File: config.mk
export PLATFORM = sky130hd
export DESIGN_NAME = spi_fifo_dma
export DESIGN_NICKNAME = d
export VERILOG_FILES = /design/src/rtl/spi_fifo_dma.sv
export SDC_FILE = /design/constraint.sdc
export NUM_CORES = 1
export LEC_CHECK = 0
export CORE_AREA = 3 3 138 207
export DETAILED_ROUTE_END_ITERATION = 10
export DIE_AREA = 0 0 141 210
export GPL_TIMING_DRIVEN = 0
export HOLD_SLACK_MARGIN = 0.06
export PLACE_DENSITY = 0.62
export SETUP_SLACK_MARGIN = 0.02
export SLEW_MARGIN = 20
export SYNTH_ARGS = -nofsm -noshare
export SYNTH_HDL_FRONTEND = slang
export SYNTH_SLANG_ARGS = --single-unit
export TNS_END_PERCENT = 1
File: constraint.sdc
create_clock -name clk -period 2.9 [get_ports clk]
set_input_delay 0.58 -clock clk [delete_from_list [all_inputs] [get_ports clk]]
set_output_delay 0.58 -clock clk [all_outputs]
set_load 0.02 [all_outputs]
File: src/rtl/spi_fifo_dma.sv
module spi_fifo_dma #(
  parameter int DEPTH      = 16,
  parameter int DW         = 64,
  parameter int AW         = 32,
  parameter int MAX_BURST  = 8,
  parameter int TW         = 8,
  parameter int CNTW       = 16,
  parameter int RX_THR_RST = 31,
  localparam int LW        = $clog2(DEPTH + 1)
) (
  input  logic          clk,
  input  logic          rst_n,
  input  logic          reg_wr,
  input  logic [2:0]    reg_addr,
  input  logic [31:0]   reg_wdata,
  input  logic [LW-1:0] tx_level,
  input  logic [LW-1:0] rx_level,
  output logic          mem_req,
  output logic          mem_we,
  output logic [AW-1:0] mem_addr,
  output logic [DW-1:0] mem_wdata,
  input  logic [DW-1:0] mem_rdata,
  input  logic          mem_ack,
  output logic          tx_push,
  output logic [DW-1:0] tx_data,
  output logic          rx_pop,
  input  logic [DW-1:0] rx_data,
  output logic          dma_active,
  output logic          done_irq
);
  localparam int LENW  = $clog2(MAX_BURST);
  localparam int WB    = DW / 8;
  localparam int F_RDL = 1;
  localparam int F_WRL = F_RDL + LENW;
  localparam int F_RCE = F_WRL + LENW;
  localparam int F_WCE = F_RCE + 1;
  localparam logic [2:0] A_CTL = 3'd0, A_CNT = 3'd1, A_RPTR = 3'd2, A_WPTR = 3'd3, A_THR = 3'd4;

  typedef enum logic [1:0] {S_IDLE, S_RD, S_WR} st_t;

  st_t             st;
  logic            en_q, irq_q, rce_q, wce_q;
  logic [LENW-1:0] rdl_q, wrl_q, left_q;
  logic [CNTW-1:0] rcnt_q, wcnt_q;
  logic [AW-1:0]   rptr_q, wptr_q;
  logic [TW-1:0]   txthr_q, rxthr_q;

  logic ctl_wr, cnt_wr, beat, burst_end, rd_ok, wr_ok, all_done, finish;

  assign ctl_wr    = reg_wr && reg_addr == A_CTL;
  assign cnt_wr    = reg_wr && reg_addr == A_CNT;
  assign beat      = mem_req && mem_ack;
  assign burst_end = beat && left_q == '0;

  assign rd_ok = rce_q && rcnt_q != '0 && rdl_q != '0 &&
                 ({{(32-LW){1'b0}}, tx_level} < {{(32-TW){1'b0}}, txthr_q});
  assign wr_ok = wce_q && wcnt_q != '0 && wrl_q != '0 &&
                 ({{(32-LW){1'b0}}, rx_level} > {{(32-TW){1'b0}}, rxthr_q});
  assign all_done = (!rce_q || rcnt_q == '0) && (!wce_q || wcnt_q == '0);
  assign finish   = en_q && st == S_IDLE && all_done;

  assign mem_req    = st != S_IDLE;
  assign mem_we     = st == S_WR;
  assign mem_addr   = (st == S_WR) ? wptr_q : rptr_q;
  assign mem_wdata  = rx_data;
  assign tx_push    = beat && st == S_RD;
  assign tx_data    = mem_rdata;
  assign rx_pop     = beat && st == S_WR;
  assign dma_active = en_q;
  assign done_irq   = irq_q;

  always_ff @(posedge clk or negedge rst_n) begin
    if (!rst_n) begin
      en_q    <= 1'b0;
      irq_q   <= 1'b0;
      rce_q   <= 1'b0;
      wce_q   <= 1'b0;
      rdl_q   <= '0;
      wrl_q   <= '0;
      rcnt_q  <= '0;
      wcnt_q  <= '0;
      rptr_q  <= '0;
      wptr_q  <= '0;
      txthr_q <= '0;
      rxthr_q <= TW'(RX_THR_RST);
    end else begin
      irq_q <= 1'b0;
      if (ctl_wr) begin
        en_q  <= reg_wdata[0];
        rdl_q <= reg_wdata[F_RDL +: LENW];
        wrl_q <= reg_wdata[F_WRL +: LENW];
        rce_q <= reg_wdata[F_RCE];
        wce_q <= reg_wdata[F_WCE];
      end else if (finish) begin
        en_q  <= 1'b0;
        irq_q <= 1'b1;
      end

      if (cnt_wr) begin
        rcnt_q <= reg_wdata[CNTW-1:0];
        wcnt_q <= reg_wdata[16 +: CNTW];
      end else if (burst_end) begin
        if (st == S_RD) rcnt_q <= rcnt_q - 1'b1;
        else            wcnt_q <= wcnt_q - 1'b1;
      end

      if (reg_wr && reg_addr == A_RPTR)  rptr_q <= reg_wdata[AW-1:0];
      else if (beat && st == S_RD)       rptr_q <= rptr_q + AW'(WB);

      if (reg_wr && reg_addr == A_WPTR)  wptr_q <= reg_wdata[AW-1:0];
      else if (beat && st == S_WR)       wptr_q <= wptr_q + AW'(WB);

      if (reg_wr && reg_addr == A_THR) begin
        txthr_q <= reg_wdata[TW-1:0];
        rxthr_q <= reg_wdata[TW +: TW];
      end
    end
  end

  always_ff @(posedge clk or negedge rst_n) begin
    if (!rst_n) begin
      st     <= S_IDLE;
      left_q <= '0;
    end else begin
      case (st)
        S_IDLE:
          if (en_q && wr_ok) begin
            st     <= S_WR;
            left_q <= wrl_q;
          end else if (en_q && rd_ok) begin
            st     <= S_RD;
            left_q <= rdl_q;
          end
        default:
          if (beat) begin
            if (left_q == '0 || !en_q) st <= S_IDLE;
            else                        left_q <= left_q - 1'b1;
          end
      endcase
    end
  end
endmodule

Word level (Yosys, flattened, before mapping)
Index checks and enable logic that the tools add are counted.

cells by class
  add/subtract/negate cells = 5
  $lt $le $gt $ge = 2
  equality and inequality tests = 9
  mux-type cells = 25
  reductions and logical operators = 47

operator list
  kind                     number
  $mux W32                 5
  $mux W16                 6
  $add A32 B4 Y32 const B  2
  $logic_not A16 Y1        2
  $reduce_bool A16 Y1      2
  $sub A16 B1 Y16 const B  2
  $logic_and A1 B1 Y1      20
  $reduce_bool A2 Y1       8
  $mux W3                  5
  $mux W2                  5
  $gt A5 B8 Y1             1
  $lt A5 B8 Y1             1
  $eq A3 B2 Y1 const B     2
  $logic_not A3 Y1         2
  $reduce_and A3 Y1        2
  $reduce_bool A3 Y1       2
  $mux W1                  4
  $ne A2 B2 Y1 const B     2
  $reduce_and A2 Y1        2
  $eq A3 B1 Y1 const B     1
  $eq A3 B3 Y1 const B     1
  $logic_not A1 Y1         3
  $logic_or A1 B1 Y1       3
  $ne A3 B1 Y1 const B     1
  4 further kinds          4

word-level totals
  register bits = 127
  output and inout port bits = 166
  word-level logic and storage cells = 102

Depth between registers and ports, before layout
  word-level depth = 8
  mapped depth = 9
  gate-level depth less buffers = 9

Worst setup path before layout
OpenSTA, ideal clock, no wires.

  path type = register to output
  from = register st[1]
  to = output mem_addr[25]
  data arrival time = 1666 ps
  required time = 2320 ps
  path slack = 654 ps
  stages on the path, launching flop included = 5
  buffers on the path = 2
  path through = dfrtp_1 nor2b_1 clkbuf_1 clkbuf_1 mux2_2

on the way
  cells in the longest elaborated chain, start to end = 2

RTL lines
  what                    line  RTL
  from (decl)             41    st_t st;
  from (signal assigned)  122   st <= S_IDLE;
  from (signal assigned)  128   st <= S_WR;
  from (signal assigned)  131   st <= S_RD;
  $eq A2 B2 Y1            n/a
  net mem_we              19    output logic mem_we,
  $mux W32                64    assign mem_addr = (st == S_WR) ? wptr_q : rptr_q;
  to (decl)               20    output logic [AW-1:0] mem_addr,

The timed path passes the listed nets, and every way through them passes these cells.

Worst setup path after layout
  from = input mem_ack
  to = output rx_pop

on the way
  cells in the longest elaborated chain, start to end = 2

RTL lines
  what                 line  RTL
  from (decl)          23    input logic mem_ack,
  $logic_and A1 B1 Y1  52    assign beat = mem_req && mem_ack;
  $logic_and A1 B1 Y1  68    assign rx_pop = beat && st == S_WR;
  to (decl)            26    output logic rx_pop,

Every way passes these cells.

==> summary.md <==
| Metric | Value |
|---|---|
| Clk pwr share | 29.4% |
| Final setup viols | 0 |
| Drt pass-1 iters | 4 |
| Root buffer cell | clkbuf_16 |
| Clk slew on worst S/H paths | 60 ps |
| Post-synthesis mux area share | under 10% |
| Critical Path RT | between 2000 and 2500 ps |
| TritonCTS buffer count | 17 |
| Static Leakage | approximately 4.7 nW |
| Total power | a little under 7 mW |
| Initial antenna violation count | 0 |
| Final period util | a little over nine tenths |
| Synthesis-to-layout area growth | 39.99% |
| Yosys warns | 0 |
| Post-detail-place hpwl | between 20000 and 25000 um |
| Asr flop ratio synth | between 90% and 100% |
| Syn Area/Cell | a little over 9 sq um |
| Slew margin rel. | between 40% and 50% |
| Reg2reg setup slack | around 450 ps |
| Clock Skew | between 10 and 15 ps |
| Final Hold Viols | 0 |
| Xor and xnor area share after synthesis | about a tenth |
| Crit-path most repeated cell | clkdlybuf4s50_1 |
| Htree depth | 4 |
| Netlist Area Pre-Place | approximately 8000 sq um |
| Vias in the first global route | roughly 7000 |
| Startpoint class of the critical path | input port |
| Cell breakdown of the critical path | clkdlybuf4s50_1 > nand3b_1 > inv_2 > clkdlybuf4s50_1 |
| Number of enable flip-flop cells after synthesis | 0 |
| CTS tree | done |
| Switching portion of total power | about a third |
| Post-Synth Simple-Gate Area | about 18% |
| Clk sinks | 127 |
| Power Dens Cells | around 600 nW/um^2 |
| Max clock buf depth | 2 |
| Buffers on Ports | approximately 210 |
| Post-route ant nets | 0 |
| Total track usage | about 17% |
| Die Ht | approximately 210 um |
| Fmax | roughly 0.36 GHz |
| Net Count, Synth | 1062 |
| Max incr delay on CP | 620 ps |
| Flop pwr share | 38.3% |
| RSZ-0062 raised after global routing | no |
| I/O pins | ~340 |
| Detailed router's first-iteration violation count | roughly 330 |
| GPL Wtd Cong | between 0.8 and 0.9 |
| Avg Vias per Cell | 4.769 |
| Clock latency on the worst-skew pair | 420 ps |
| Cell-internal power | 4.501 mW |
| Worst setup path class | in -> out |
| GR Overflow Total | 0 |
| CP max stage cell | clkdlybuf4s50_1 |
| Crit. End Element | output port |
| Outcome | finished, final reports clean |
| Worst slew pin tran | ~860 ps |
| First-pass GRT wire length | slightly below 40000 um |
| Pins over their slew limit | 0 |
| Family with the most delay on the worst path | buffers and inverters |
| Avg WL per Cell | 17.25 um |
| Remaining DRCs | 0 |
| Layout cells sized above 1 | 21.98% |
| Cells after synthesis | 868 |
| Compound-Gate Fraction of Synth Area | between 8 and 9% |
| Via count | 6967 |
| Psw | 2.444 mW |
| Max_cap viols | 0 |
| Fin crit period | between 2000 and 3000 ps |
| Layout filler cell count | 2744 |
| Post-placement cell count | 1425 |
| #FFs+latches synth | about 130 |
| Largest family of logic cells by synthesized area | simple AND/OR/NAND/NOR gates |
| CP bufs+invs | 3 |
| Crit-path max FO | 6 |
| Register area share after synthesis | roughly two fifths |
| Worst Hold Class | reg -> reg |
| FP Rows | 74 |
| WHS | just over 500 ps |
| Drt total wl | between 20000 and 30000 um |
| Crit path DAT | around 2200 ps |
| Adder-Cell Fraction of Synth Area | under 10% |
| Placeable core region | 27130 sq um |
| Non-Filler Instances | 1461 |
| Combinational power share | 32.3% |
| DIE AREA | ~30000 sq um |
| Netlist cell types | 54 |
| Final nets | 1300 |
| Largest net degree at the start of global routing | 86 |
| Antenna fix cells | 0 |
| Max IR drop VDD | 488.1 uV |
| Post-synth top flop | dfrtp_1 |
| Starting density of the core | between 20% and 30% |
| Die Width | 141 um |
[metrics by stage]
step                      worst slack, ps  util (%)  TNS (ps)  instance area [sq um]
final                               105.4     41.46         0                  11250
after global routing                27.44     41.46         0                  11250
after CTS                          -36.04     41.35    -36.04                  11220
after detailed placement           -351.3     39.21     -8983                  10640
after global placement              -4058     39.09   -513210                  10610
after floorplan                     654.5         -         0                   8035
[cells by family after synthesis]
group	count (synthesis)
multiplexers	57
buffers and inverters	179
flip-flops	127
XOR/XNOR	86
AND/OR/NAND/NOR	280
adder cells (fa/ha/maj)	17
AO/OA/AOI/OAI	122
[per-layer routing]
metal	GRT usage [%]	part of all wire [%]	vias up
li1	-	-	3290
met1	18.70	37	3317
met5	0	0	-
met2	32.09	54	334
met3	3.541	6.9	26
met4	4.547	1.6	0
[cell usage in the layout, fill, tap and decap left out, types with 11 or more instances in the layout]
| cell | instances |
|---|---|
| nor4_1 | 11 |
| dfrtp_1 | 122 |
| nand4_1 | 12 |
| ha_1 | 17 |
| a21oi_1 | 34 |
| nand3_1 | 29 |
| o21ai_0 | 75 |
| clkbuf_1 | 22 |
| buf_4 | 131 |
| nand2_1 | 107 |
| xnor2_1 | 32 |
| xor2_1 | 54 |
| and3_1 | 16 |
| clkdlybuf4s50_1 | 185 |
| inv_1 | 20 |
| nor2_1 | 46 |
| dlygate4sd2_1 | 26 |
| nor3_1 | 18 |
| mux2_2 | 53 |
| clkbuf_16 | 17 |
[path summary, 6_finish.rpt]
kind	start	end	cells after the start
worst max-delay path	mem_ack	rx_pop	4
worst min-delay path	wptr_q[2]$_DFFE_PN0P_	wptr_q[2]$_DFFE_PN0P_	1
worst max register to register	st[0]$_DFFE_PN0P_	wptr_q[31]$_DFFE_PN0P_	8
worst min register to register	wptr_q[2]$_DFFE_PN0P_	wptr_q[2]$_DFFE_PN0P_	1
max in group asynchronous	rst_n	rxthr_q[3]$_DFFE_PN1P_	3
min in group asynchronous	rst_n	wptr_q[20]$_DFFE_PN0P_	2
[synth_stat cells (all sizes together), types with 2 or more instances]
cell | count | share of area [%]
a211oi | 3 | 0.28
a21oi | 34 | 2.1
a31oi | 2 | 0.34
and2 | 3 | 0.26
and3 | 16 | 1.2
and4 | 2 | 0.22
buf | 130 | 12
clkbuf | 26 | 1.2
clkinv | 2 | 0.093
dfrtp | 122 | 38
dfstp | 5 | 1.6
ha | 17 | 2.6
inv | 21 | 0.98
mux2 | 53 | 7.4
mux2i | 4 | 0.50
nand2 | 107 | 5.0
nand2b | 3 | 0.23
nand3 | 30 | 1.9
nand3b | 5 | 0.47
nand4 | 14 | 1.4
nand4b | 2 | 0.22
nor2 | 48 | 2.3
nor2b | 5 | 0.39
nor3 | 21 | 1.6
nor4 | 13 | 1.2
nor4b | 2 | 0.40
o21ai | 77 | 4.8
or3 | 5 | 0.45
xnor2 | 32 | 3.5
xor2 | 54 | 5.9
[registers in the layout, summed over array words and instances (netlist names)]
| register | flops |
|---|---|
| rptr_q | 32 |
| rxthr_q | 8 |
| rcnt_q | 16 |
| wcnt_q | 16 |
| done_irq | 1 |
| rce_q | 1 |
| st | 2 |
| txthr_q | 8 |
| wrl_q | 3 |
| wce_q | 1 |
| left_q | 3 |
| rdl_q | 3 |
| wptr_q | 32 |
| dma_active | 1 |
[cell type report]
cell class | count | area, sq um | area share [%]
sequential | 127 | 3184 | 28.31
tap | 342 | 427.9 | 3.804
clock buffer | 17 | 425.4 | 3.782
timing repair buffer | 219 | 2180 | 19.38
inverter | 23 | 90.09 | 0.8009
buffer | 156 | 1107 | 9.844
clock inverter | 15 | 133.9 | 1.190
multi-input combinational | 562 | 3700 | 32.89
[repair_timing]
item                                   CTS  global route
buffers inserted                         0             3
endpoints found under the hold margin   29             0
resized for setup                       39             4
hold buffers                             1             0
pin swaps                                0             1
setup endpoints to repair               35             3
[power by group through the flow]
stage | Clock [mW] | Sequential, mW | Combinational (mW)
floorplan | 0 | 2.56 | 1.45
global placement | 0 | 2.67 | 2.29
detailed placement | 0 | 2.68 | 2.32
CTS | 2.08 | 2.65 | 2.28
global route | 2.16 | 2.72 | 2.46
finish | 2.04 | 2.66 | 2.24
Note: power is estimated with default switching activity, not from simulation.
